===== src/rtl/audio_gain_ramp.sv =====
module audio_gain_ramp #(
  parameter int DW         = 24,
  parameter int LW         = 11,
  parameter int UNITY      = 1024,
  parameter int BOOST_SH   = 2,
  parameter int MUTE_WORDS = 3072
) (
  input  logic          clk,
  input  logic          rst_n,
  input  logic          word_stb,
  input  logic          cfg_load,
  input  logic [LW-1:0] cfg_level,
  input  logic          cfg_boost,
  input  logic          mute_in,
  input  logic          mute_event,
  input  logic [DW-1:0] in_left,
  input  logic [DW-1:0] in_right,
  output logic [DW-1:0] out_left,
  output logic [DW-1:0] out_right,
  output logic [LW-1:0] cur_level
);
  localparam int FRAC = $clog2(UNITY);
  localparam int PW   = DW + LW + 1;
  localparam int CW   = $clog2(MUTE_WORDS + 1);
  localparam logic [LW-1:0] UNITY_L = LW'(UNITY);
  localparam logic signed [PW-1:0] MAXV = {{(PW-DW+1){1'b0}}, {(DW-1){1'b1}}};
  localparam logic signed [PW-1:0] MINV = {{(PW-DW+1){1'b1}}, {(DW-1){1'b0}}};

  logic [LW-1:0] tgt, lvl;
  logic          boost;
  logic [CW-1:0] mcnt;
  logic          silent;

  assign cur_level = lvl;
  assign silent    = mute_in | mute_event | (mcnt != '0);

  function automatic logic [DW-1:0] scale(input logic [DW-1:0] s,
                                          input logic [LW-1:0] g,
                                          input logic          b);
    logic signed [PW-1:0] p;
    p = PW'($signed(s)) * $signed({{(PW-LW){1'b0}}, g});
    p = b ? (p >>> (FRAC - BOOST_SH)) : (p >>> FRAC);
    if (p > MAXV)      p = MAXV;
    else if (p < MINV) p = MINV;
    return p[DW-1:0];
  endfunction

  always_ff @(posedge clk) begin
    if (!rst_n) begin
      tgt   <= UNITY_L;
      lvl   <= UNITY_L;
      boost <= 1'b0;
    end else begin
      if (cfg_load) begin
        tgt   <= (cfg_level > UNITY_L) ? UNITY_L : cfg_level;
        boost <= cfg_boost;
      end
      if (word_stb) begin
        if (tgt > lvl)      lvl <= lvl + 1'b1;
        else if (tgt < lvl) lvl <= lvl - 1'b1;
      end
    end
  end

  always_ff @(posedge clk) begin
    if (!rst_n)
      mcnt <= '0;
    else if (mute_event)
      mcnt <= word_stb ? CW'(MUTE_WORDS - 1) : CW'(MUTE_WORDS);
    else if (word_stb && mcnt != '0)
      mcnt <= mcnt - 1'b1;
  end

  always_ff @(posedge clk) begin
    if (!rst_n) begin
      out_left  <= '0;
      out_right <= '0;
    end else if (word_stb) begin
      out_left  <= silent ? '0 : scale(in_left,  lvl, boost);
      out_right <= silent ? '0 : scale(in_right, lvl, boost);
    end
  end
endmodule


===== config.mk =====
export PLATFORM = sky130hd
export DESIGN_NAME = audio_gain_ramp
export DESIGN_NICKNAME = d
export VERILOG_FILES = /design/src/rtl/audio_gain_ramp.sv
export SDC_FILE = /design/constraint.sdc
export NUM_CORES = 1
export LEC_CHECK = 0
export ABC_AREA = 1
export BUFFER_PORTS_ARGS = -buffer_cell sky130_fd_sc_hd__buf_2
export CORE_MARGIN = 3
export CORE_UTILIZATION = 42
export CTS_BUF_LIST = sky130_fd_sc_hd__clkbuf_4
export DETAILED_ROUTE_END_ITERATION = 16
export GPL_TIMING_DRIVEN = 0
export PLACE_DENSITY = 0.65
export SKIP_CTS_REPAIR_TIMING = 1
export SLEW_MARGIN = 20
export SYNTH_ARGS = -nofsm -noshare
export SYNTH_HDL_FRONTEND = slang
export SYNTH_SLANG_ARGS = --single-unit

===== constraint.sdc =====
create_clock -name clk -period 7.1 [get_ports clk]
set_input_delay 0.71 -clock clk [delete_from_list [all_inputs] [get_ports clk]]
set_output_delay 0.71 -clock clk [all_outputs]
set_load 0.05 [all_outputs]

# Yosys cells after proc, flatten, opt, wreduce, memory -nomap -nowiden
# Index checks and enable logic that the tools add are counted.
[totals]
reg_bits = 83
latch_bits = 0
ramBits = 0
mem_bits_ro = 0
output_inout_bits = 59
elab_cells = 39
memories = 0
[op_classes]
n_addsub = 3
multipliers = 2
div_mod_pow = 0
n_lt_le_gt_ge = 7
eq_ne = 0
shift = 0
mux = 14
n_bitwise = 2
reduce_logical = 5
[ops]
columns = ["operator", "n"]
rows = [
  ["two-way mux 24 bit", 6],
  ["multiplier 24 x 12 -> 36 bit", 2],
  ["greater-than comparator 28 x 24 -> 1 bit (second input constant)", 2],
  ["less-than comparator 28 x 24 -> 1 bit (second input constant)", 2],
  ["two-way mux 27 bit", 2],
  ["two-way mux 11 bit", 4],
  ["two-way mux 12 bit", 2],
  ["nonzero test 12 bit", 1],
  ["subtractor 12 x 1 -> 12 bit (second input constant)", 1],
  ["adder 11 x 1 -> 11 bit (second input constant)", 1],
  ["greater-than comparator 11 bit", 1],
  ["greater-than comparator 11 bit (second input constant)", 1],
  ["less-than comparator 11 bit", 1],
  ["subtractor 11 x 1 -> 11 bit (second input constant)", 1],
  ["nonzero test 2 bit", 2],
  ["bitwise OR 1 bit", 2],
  ["AND reduction 2 bit", 1],
  ["logical AND 1 bit", 1],
]

# Longest topological paths before layout
# Gate-level depths: netlist (run 1).
[depth]
depth_word = 6
mapped_depth = 34
mapped_depth_nobuf = 31

# Worst setup path after synthesis (run 1)
# No wires, ideal clock.
[synth_timing]
path_kind = "register -> register"
from = "register lvl[3], in the netlist cur_level[3]"
to = "register out_right[13]"
arrival_time_ns = 5.796
required_ns = 6.969
setup_slack_ns = 1.173
stages_incl_launch_ff = 27
path_buffers = 3
period_less_slack_ns = 5.927
cell_sequence = "dfxtp_1 clkbuf_1 buf_1 nand2_1 fa_1 fa_1 inv_1 fa_1 fa_1 inv_1 fa_1 inv_1 ha_1 a21oi_1 a21boi_1 nand2_1 a21oi_1 nand2_2 nand2_1 nand3_1 nand3_2 nand3_1 o21ai_2 buf_4 nand2_1 nand2_1 a21oi_2"
[synth_via]
elab_chain_cells = 6
elab_cells_between_ends = 7
classes_between = "mul (1); order compare (2); mux (4)"
[synth_lines]
columns = ["element", "line", "text"]
rows = [
  ["start: declaration", "29", "logic [LW-1:0] tgt, lvl;"],
  ["start signal: assignment", "59", "if (tgt > lvl) lvl <= lvl + 1'b1;"],
  ["start signal: assignment", "60", "else if (tgt < lvl) lvl <= lvl - 1'b1;"],
  ["multiplier 24 x 12 -> 36 bit (*)", "41", "p = PW'($signed(s)) * $signed({{(PW-LW){1'b0}}, g});"],
  ["two-way mux 27 bit", "42", "p = b ? (p >>> (FRAC - BOOST_SH)) : (p >>> FRAC);"],
  ["less-than comparator 28 x 24 -> 1 bit", "44", "else if (p < MINV) p = MINV;"],
  ["two-way mux 24 bit", "44", ""],
  ["two-way mux 24 bit (*)", "43", "if (p > MAXV) p = MAXV;"],
  ["two-way mux 24 bit (*)", "80", "out_right <= silent ? '0 : scale(in_right, lvl, boost);"],
  ["end signal: assignment", "80", ""],
  ["end: declaration", "19", "output logic [DW-1:0] out_right,"],
]
# Every way passes the cells marked *; elsewhere a longest branch is shown, timed or not.
# A chain may end at the register's enable or synchronous reset.

# Worst setup path after layout (run 1)
[layout_timing]
from = "register lvl[8], in the netlist cur_level[8]"
to = "register out_right[22]"
# Same word-level chain as after synthesis.

==> results_dict.tcl, run 1 <==
set metrics [dict create \
    viasPerCell 4.89 \
    synth_top_area_cell "fa_1" \
    worst_pin_slew_ns 1.13 \
    setup_viol 0 \
    die_area_um2 61000 \
    postRouteWirelength_mm 70.8 \
    maxSlewHeadroom_pct 24.5 \
    met1_usage_pct 33.2 \
    crit_cells 24 \
    synth_edf_count 0 \
    synth_compound_area_share_pct 6.88 \
    grt_pass1_wl_mm 116 \
    avgSynthCellArea_um2 7.18 \
    grt_overflow 0 \
    synth_flop_cell "dfxtp_1" \
    hpwl_mm 60.0 \
    path_class "flip-flop to flip-flop" \
    synth_cell_types 50 \
    top_usage_layer "met2" \
    critical_path.max_stage_delay_ns 0.56 \
    fin_worst_skew_ns 0.0334 \
    first_pass_iters 5 \
    track_usage_pct 24.6 \
    wl_per_cell_um 16.5 \
    r2r_start "cur_level[8]" \
    critPathRequiredTime_ns 7.51 \
    htreeDepth 3 \
    die_w_um 247 \
    ys_warn_count 0 \
    final_nets 4226 \
    clk_path_buf_depth 2 \
    cpLargestDelayFamily "adder cells" \
    rows 87 \
    numPortBuffers 121 \
    drv_cap 0 \
    cts.sinks 83 \
    dr.first_iter.drc_count 1661 \
    synth_area_um2 24400 \
    fmax_ghz 0.148 \
    finalCriticalPeriod_ns 6.74 \
    synth_fp_nets 4097 \
    yosys.area.top_type_share_pct 38.2 \
    drive_gt1_share_pct 6.40 \
    dpl_cell_area_um2 25900 \
    finalInstanceArea_um2 26100 \
    grt_pass1_vias 21300 \
    dp_slack_ns -0.0656 \
    period_share_pct 94.9 \
    synth_xor_area_share_pct 2.05 \
    synth_adder_area_share_pct 46.8 \
    postLayoutSetupSlackWorst_ns 0.362 \
    netlist_top_cells_area "fa_1 38%, nand2_1 16%, inv_1 14%" \
    endpoint "out_right[22]" \
    crit_path_end_kind "flip-flop" \
    cpMaxStageDelayCell "fa_1" \
    slew_violations 0 \
    drtAntennaViolNets 0 \
    synth.most_common_cell "nand2_1" \
    grt_max_degree 17 \
    clk_pin_slew_ns 0.17 \
    critPathMaxFanout 10 \
    rsz0062_at_grt "false" \
    ios 125 \
    gr-usage-met2_pct 39.5 \
    area_delta_synth_final_pct 7.16 \
    synth_seq_cells 83 \
    rr_worst_depth 24 \
    rrSetupSlack_ns 0.36 \
    met3_usage_pct 5.34 \
    hold_class "input pin to flip-flop" \
    cp_num_buf_inv 6 \
    async_flop_share_pct 0 \
    crit_start "cur_level[8]" \
    antenna_found_initial 3 \
    clk_latency_ns 0.52 \
    cts_tree "done" \
    final_cells 4288 \
    yosys.area_share.simple_pct 21.0 \
    yosys-top-cells-count "1,038 x nand2_1, 877 x inv_1, 465 x fa_1" \
    crit_chain "buf_2, clkbuf_2, nand2_1, fa_1, inv_1, fa_1, fa_1, fa_1, inv_1, fa_1, inv_1, ha_1, nand2_1, nor4_1, nand3_1, nand3_1, nand3_1, nand2_1, nand3_1, o21ai_2, buf_4, nand2_1, nand2_1, a21oi_1" \
    die_y_um 247 \
    start_util_pct 42.8 \
    dpl.cell_count 4274 \
    synthMuxAreaShare_pct 0.0411 \
    gp_congestion 0.938 \
    drc 0 \
    coreArea_um2 56900 \
    cp_data_arrival_time_ns 7.15 \
    syn_inst 3397 \
    start_kind "flip-flop" \
    root_buffer "clkbuf_4" \
    timing.rr.end "out_right[22]" \
    fill_cells 5904 \
    status "finished clean" \
    hold_viol 0 \
    seq_area_frac_synth_pct 6.81 \
    vias 21000 \
    cts_buffers 9 \
    synth_top_family_by_area "adder cells" \
]
[placed cells by master (no fill, tap or decap), types with 18 or more instances in the layout]
cell type,count
o21ai_0,76
fa_1,465
nor3_1,18
a21oi_1,156
xor2_1,30
dfxtp_1,83
nand2_1,1038
nor2_1,108
clkbuf_1,94
nand3_1,71
ha_1,169
inv_1,877
buf_2,129
xnor2_1,27
nand2_2,19
[worst min-delay path: stages]
cell and delay [ns]:
buf_2 0.10, nand2_1 0.06, a21oi_1 0.05
[sequential cells by signal, summed over array words and instances, names as in the netlist]
register and cells:
out_left 24, out_right 24, mcnt 12, cur_level 11, tgt 11, boost 1
[logic make-up (layout without fill, tap and decap cells)]
kind of cell / count (synthesis) / after routing
compound gates: 301 / 301
xor+xnor: 57 / 57
buf+inv: 1030 / 1164
flops: 83 / 83
mux: 1 / 1
other cells: 0 / 1
simple gates: 1291 / 1291
fa+ha+maj: 634 / 634
[per-stage QoR]
step | hold slack (ns) | TNS, ns | util [%]
after floorplan | 0.444 | 0 | -
after global placement | 0.454 | -22.02 | 45.6
after detailed placement | 0.456 | -0.0656 | 45.6
after CTS | 0.419 | -0.249 | 45.9
after global routing | 0.402 | 0 | 45.9
final | 0.429 | 0 | 45.9
[worst min-delay path by stage]
| stage | startpoint | endpoint | cells past startpoint |
|---|---|---|---|
| final | cfg_level[4] | tgt[4] | 3 |
| after global routing | cfg_level[4] | tgt[4] | 3 |
| after CTS | cfg_level[7] | tgt[7] | 3 |
| after detailed placement | mcnt[0] | mcnt[0] | 2 |
| after global placement | out_left[21] | out_left[21] | 2 |
| after floorplan | tgt[0] | tgt[0] | 2 |
[final cells by class]
type	instances	area, µm²	share of cell area (%)
plain buffers	140	676	2.59
clock inverters	7	105	0.402
clock buffers	9	67.6	0.259
diodes	1	2.50	0.00958
repair buffers	121	606	2.32
inverters	887	3330	12.7
multi-input cells	2284	18700	71.7
flip-flops and latches	83	1660	6.36
well taps	756	946	3.62
[layer usage]
metal	vias up	share of wire, %
met4	2	3.6
li1	10100	-
met3	87	8.5
met5	-	0.0099
met1	10000	43
met2	710	45
Power of run 1 is left out: the tool's default activity adds up to more than one toggle a clock period on the data nets, which glitch-free logic cannot reach.
==> run 2: changes to the inputs <==
MAX_ROUTING_LAYER = met4   (was default)
SKIP_CTS_REPAIR_TIMING = default   (was 1)
==> results_dict.tcl, run 2 (synthesis results as in run 1) <==
set metrics [dict create \
    clk_path_buf_depth 2 \
    largestRegisters "out_left: 24 flops, out_right: 24 flops, mcnt: 12 flops" \
    rr_worst_depth 26 \
    worstHoldStart "cfg_level[8]" \
    mostFrequentLayoutCell "nand2_1" \
    hold_class "input pin to flip-flop" \
    cp_num_buf_inv 5 \
    cts_tree "done" \
    multi_input_area_um2 18700 \
    hpwl_mm 60.3 \
    period_share_pct 94.2 \
    maxSlewHeadroom_pct 23.5 \
    worst_pin_slew_ns 1.15 \
    root_buffer "clkbuf_4" \
    cts_setup_buffers 0 \
    start_util_pct 42.8 \
    die_area_um2 61000 \
    gp_congestion 0.939 \
    critPathRequiredTime_ns 7.52 \
    start_kind "flip-flop" \
    status "finished clean" \
    fmax_ghz 0.149 \
    timing.rr.end "out_right[22]" \
    crit_start "cur_level[8]" \
    cpMaxStageDelayCell "clkbuf_1" \
    rows 87 \
    die_w_um 247 \
    critPathMaxFanout 10 \
    crit_cells 26 \
    cts.sinks 83 \
    crit_path_end_kind "flip-flop" \
    area_delta_synth_final_pct 7.09 \
    clk_latency_ns 0.54 \
    cp_data_arrival_time_ns 7.11 \
    track_usage_pct 25.4 \
    coreArea_um2 56900 \
    vias 21000 \
    grt_max_degree 18 \
    cpMostUsedCell "nand2_1" \
    drv_cap 0 \
    drc 0 \
    finalCriticalPeriod_ns 6.69 \
    hold_viol 0 \
    postLayoutSetupSlackWorst_ns 0.408 \
    cts_hold_buf 0 \
    grt_pass1_wl_mm 116 \
    path_class "flip-flop to flip-flop" \
    r2r_start "cur_level[8]" \
    rrSetupSlack_ns 0.41 \
    fin_worst_skew_ns 0.0402 \
    slew_violations 0 \
    fill_cells 5901 \
    htreeDepth 3 \
    grt_overflow 0 \
    clk_pin_slew_ns 0.18 \
    drive_gt1_share_pct 6.46 \
    wl_per_cell_um 16.7 \
    cts_buffers 9 \
    numPortBuffers 121 \
    drtAntennaViolNets 0 \
    antenna_found_initial 4 \
    final_cell_mix "1,038 x nand2_1, 877 x inv_1, 465 x fa_1" \
    postRouteWirelength_mm 71.5 \
    setup_viol 0 \
    cpLargestDelayFamily "adder cells" \
    final_nets 4226 \
    dr.first_iter.drc_count 1552 \
    ios 125 \
    viasPerCell 4.89 \
    dp_slack_ns -0.123 \
    seq_area_um2 1660 \
    critical_path.max_stage_delay_ns 0.85 \
    die_y_um 247 \
    first_pass_iters 6 \
    grt_pass1_vias 21300 \
    endpoint "out_right[22]" \
]
==> run 2: cell count changes in the layout (fill, tap and decap cells not counted) <==
| cell | delta |
|---|---|
| inv_8 | +2 |
| bufinv_16 | -2 |
| clkbuf_1 | -2 |
| clkinv_8 | +1 |
| clkbuf_2 | +1 |
| clkdlybuf4s15_1 | +1 |
| dfxtp_1 | -1 |
| diode_2 | +2 |
| clkinv_4 | -1 |
| clkinvlp_4 | +2 |
| dfxtp_2 | +1 |
| inv_6 | -2 |
==> run 2: worst min-delay path by stage <==
stage	end	slack, ns	cells past startpoint
CTS	tgt[8]	0.36	3
global placement	mcnt[0]	0.45	2
floorplan	tgt[0]	0.44	2
detailed placement	out_left[11]	0.46	2
finish	tgt[8]	0.41	3
global route	tgt[7]	0.40	3
==> run 2: cell type report <==
type / count / share of cell area, %
Sequential cell: 83 / 6.37
Clock inverter: 7 / 0.278
Inverter: 887 / 12.8
Multi-Input combinational cell: 2284 / 71.8
Buffer: 140 / 2.62
Tap cell: 756 / 3.62
Clock buffer: 9 / 0.259
Antenna cell: 3 / 0.0288
Timing Repair Buffer: 121 / 2.32
==> run 2: per-stage QoR <==
step                      setup TNS (ns)  utilization (%)  hold WS [ns]  instances  cell area [µm²]
after floorplan                        0                -         0.444       3397            24400
after global placement            -21.94             45.6         0.454       4274            25900
after detailed placement          -0.159             45.6         0.456       4274            25900
after CTS                              0             45.8         0.361       4290            26100
after global routing             -0.0115             45.9         0.399       4290            26100
final                                  0             45.9         0.414       4290            26100
==> run 2: what timing repair did <==
item | CTS | global route
setup endpoints to repair | 18 | 47
gates cloned | 0 | 0
gates resized for setup | 2 | 31
==> run 2: per-layer routing <==
layer  track usage [%]  part of all wire, %  vias to the layer above
li1                  -                    -                    10100
met1              33.1                   43                    10200
met2              39.7                   46                      633
met3              5.28                  7.8                       84
met4              7.89                  3.2                        0
met5                 -                    0                        -
==> run 2: worst reg2reg max path, delay by kind of cell, from the launching register on <==
kind            cells  cell delay (ns)
simple gates       10             1.07
buf+inv             5             1.22
fa+ha+maj           6             2.78
flops               1             0.55
compound gates      5             0.95
Power of run 2 is left out for the same reason.
==> run 3: changes to the inputs <==
ABC_AREA = default   (was 1)
CORE_MARGIN = 2   (was 3)
==> results_dict.tcl, run 3 <==
set metrics [dict create \
    synth_fp_nets 3510 \
    cpMaxStageDelayCell "dfxtp_1" \
    async_flop_share_pct 0 \
    die_w_um 241 \
    grt_pass1_wl_mm 110 \
    hpwl_mm 57.1 \
    synth_edf_count 0 \
    area_delta_synth_final_pct 8.34 \
    critPathMaxFanout 10 \
    min_to "boost" \
    worst_pin_slew_ns 1.04 \
    yosys.area.top_type_share_pct 39.4 \
    cp_num_buf_inv 7 \
    dr.first_iter.drc_count 1366 \
    fin_worst_skew_ns 0.0283 \
    start_kind "flip-flop" \
    dpl_cell_area_um2 25200 \
    status "finished clean" \
    netlist_top_cells_area "fa_1 39%, inv_1 9.8%, ha_1 8.9%" \
    synth_top_area_cell "fa_1" \
    path_class "flip-flop to flip-flop" \
    grt_max_degree 15 \
    final_nets 3645 \
    crit_path_end_kind "flip-flop" \
    fmax_ghz 0.145 \
    hold_class "input pin to flip-flop" \
    final_cell_mix "616 x inv_1, 478 x nand2_1, 465 x fa_1" \
    rsz0062_at_grt "true" \
    maxSlewHeadroom_pct 30.8 \
    grt_overflow 0 \
    track_usage_pct 25.6 \
    synth_flop_cell "dfxtp_1" \
    critPathRequiredTime_ns 7.51 \
    fill_cells 5513 \
    crit_chain "clkbuf_2, and2_1, ha_1, inv_1, fa_1, inv_1, fa_1, fa_1, inv_1, fa_1, inv_1, ha_1, buf_2, nand4_1, or3_4, a2111oi_4, buf_4, o31ai_1, xnor2_1, a21oi_1, o31ai_4, o211ai_1, a311oi_2" \
    grt_pass1_vias 20200 \
    die_area_um2 58200 \
    vias 19500 \
    cts_tree "done" \
    gp_congestion 0.956 \
    largestRegisters "out_left: 24 flops, out_right: 24 flops, mcnt: 12 flops" \
    critical_path.max_stage_delay_ns 0.57 \
    hold_viol 0 \
    clk_latency_ns 0.49 \
    period_share_pct 97.4 \
    setup_viol 0 \
    viasPerCell 5.24 \
    antenna_found_initial 9 \
    finalCriticalPeriod_ns 6.91 \
    wl_per_cell_um 18.6 \
    avgSynthCellArea_um2 8.42 \
    numPortBuffers 119 \
    seq_area_um2 1670 \
    first_pass_iters 8 \
    rrSetupSlack_ns 0.19 \
    start_util_pct 42.7 \
    clk_path_buf_depth 2 \
    syn_inst 2810 \
    htreeDepth 3 \
    cpLargestDelayFamily "adder cells" \
    seq_area_frac_synth_pct 7.02 \
    rr_worst_depth 23 \
    yosys-top-cells-count "616 x inv_1, 478 x nand2_1, 465 x fa_1" \
    multi_input_area_um2 19100 \
    hold_path_depth 3 \
    drv_cap 0 \
    cts_hold_buf 0 \
    cts_buffers 9 \
    die_y_um 241 \
    synth_seq_cells 83 \
    rows 86 \
    root_buffer "clkbuf_4" \
    r2r_start "cur_level[9]" \
    worstHoldStart "cfg_boost" \
    synth_area_um2 23700 \
    mostFrequentLayoutCell "inv_1" \
    synth.most_common_cell "inv_1" \
    postRouteWirelength_mm 69.0 \
    clk_pin_slew_ns 0.16 \
    drive_gt1_share_pct 9.80 \
    slew_violations 0 \
    ios 125 \
    drtAntennaViolNets 0 \
    coreArea_um2 55400 \
    cts.sinks 83 \
    drc 0 \
    finalInstanceArea_um2 25600 \
    synth_cell_types 83 \
    ys_warn_count 0 \
    cp_data_arrival_time_ns 7.32 \
    timing.rr.end "out_left[21]" \
]
## run 3: changes by cell type in the layout (fill, tap and decap cells not counted), sizes merged, moves of 22 or more
| cell | delta |
|---|---|
| nand2 | -580 |
| inv | -270 |
| mux2i | +27 |
| and2 | +159 |
| a21oi | -55 |
| clkbuf | +23 |
| nand2b | +22 |
| o21ai | -33 |
| nand3 | -56 |
| a311oi | +22 |
| nor2 | -35 |
## run 3: worst max-delay path by stage
stage | from | end | slack, ns | cells after the start
2_1_floorplan | cur_level[5] | out_left[22] | 0.43 | 23
3_3_place_gp | cur_level[0] | out_left[22] | -0.87 | 21
3_5_place_dp | cur_level[0] | out_left[22] | -0.93 | 20
4_1_cts | cur_level[8] | out_right[9] | 0.002 | 23
5_1_grt | cur_level[9] | out_left[21] | -0.04 | 21
6_report | cur_level[9] | out_left[21] | 0.19 | 23
## run 3: timing repair
item | CTS | global route
gates resized for setup | 57 | 74
setup endpoints to repair | 48 | 47
buffers inserted | 5 | 3
pin swaps | 4 | 6
## run 3: layout make-up
cell class	count	share of cell area (%)
antenna	11	0.107
buffer	159	3.01
sequential	83	6.52
inverter	619	9.07
timing repair buffer	127	2.61
tap	748	3.65
clock inverter	6	0.156
clock buffer	10	0.293
multi-input combinational	1946	74.6
## run 3: stage by stage
stage | cells | hold slack [ns] | util, % | worst slack, ns | TNS (ns)
floorplan | 2810 | 0.446 | - | 0.428 | 0
global placement | 3677 | 0.442 | 45.4 | -0.874 | -27.68
detailed placement | 3677 | 0.446 | 45.4 | -0.931 | -28.28
CTS | 3698 | 0.459 | 45.9 | 0.00173 | 0
global route | 3706 | 0.487 | 46.2 | -0.0419 | -0.204
finish | 3709 | 0.467 | 46.2 | 0.186 | 0
## run 3: cells by family after synthesis
group                    count (synthesis)  synth area share [%]
buffers and inverters                  781                  12.6
XOR/XNOR                                74                  2.77
flip-flops                              83                  7.02
AND/OR/NAND/NOR                        840                  16.4
adder cells (fa/ha/maj)                634                  48.3
AO/OA/AOI/OAI                          358                  11.1
multiplexers                            40                  1.76
## run 3: worst min-delay path: stages
cell and delay [ns]:
buf_2 0.09, mux2i_1 0.07, nor2_1 0.07
## run 3: per-layer routing
layer  wire [µm]  global-route usage, %
met5           0                      -
met2       31900                   41.0
met4        2810                   9.58
met1       28500                   32.2
met3        5770                   4.93
Power of run 3 is left out for the same reason.
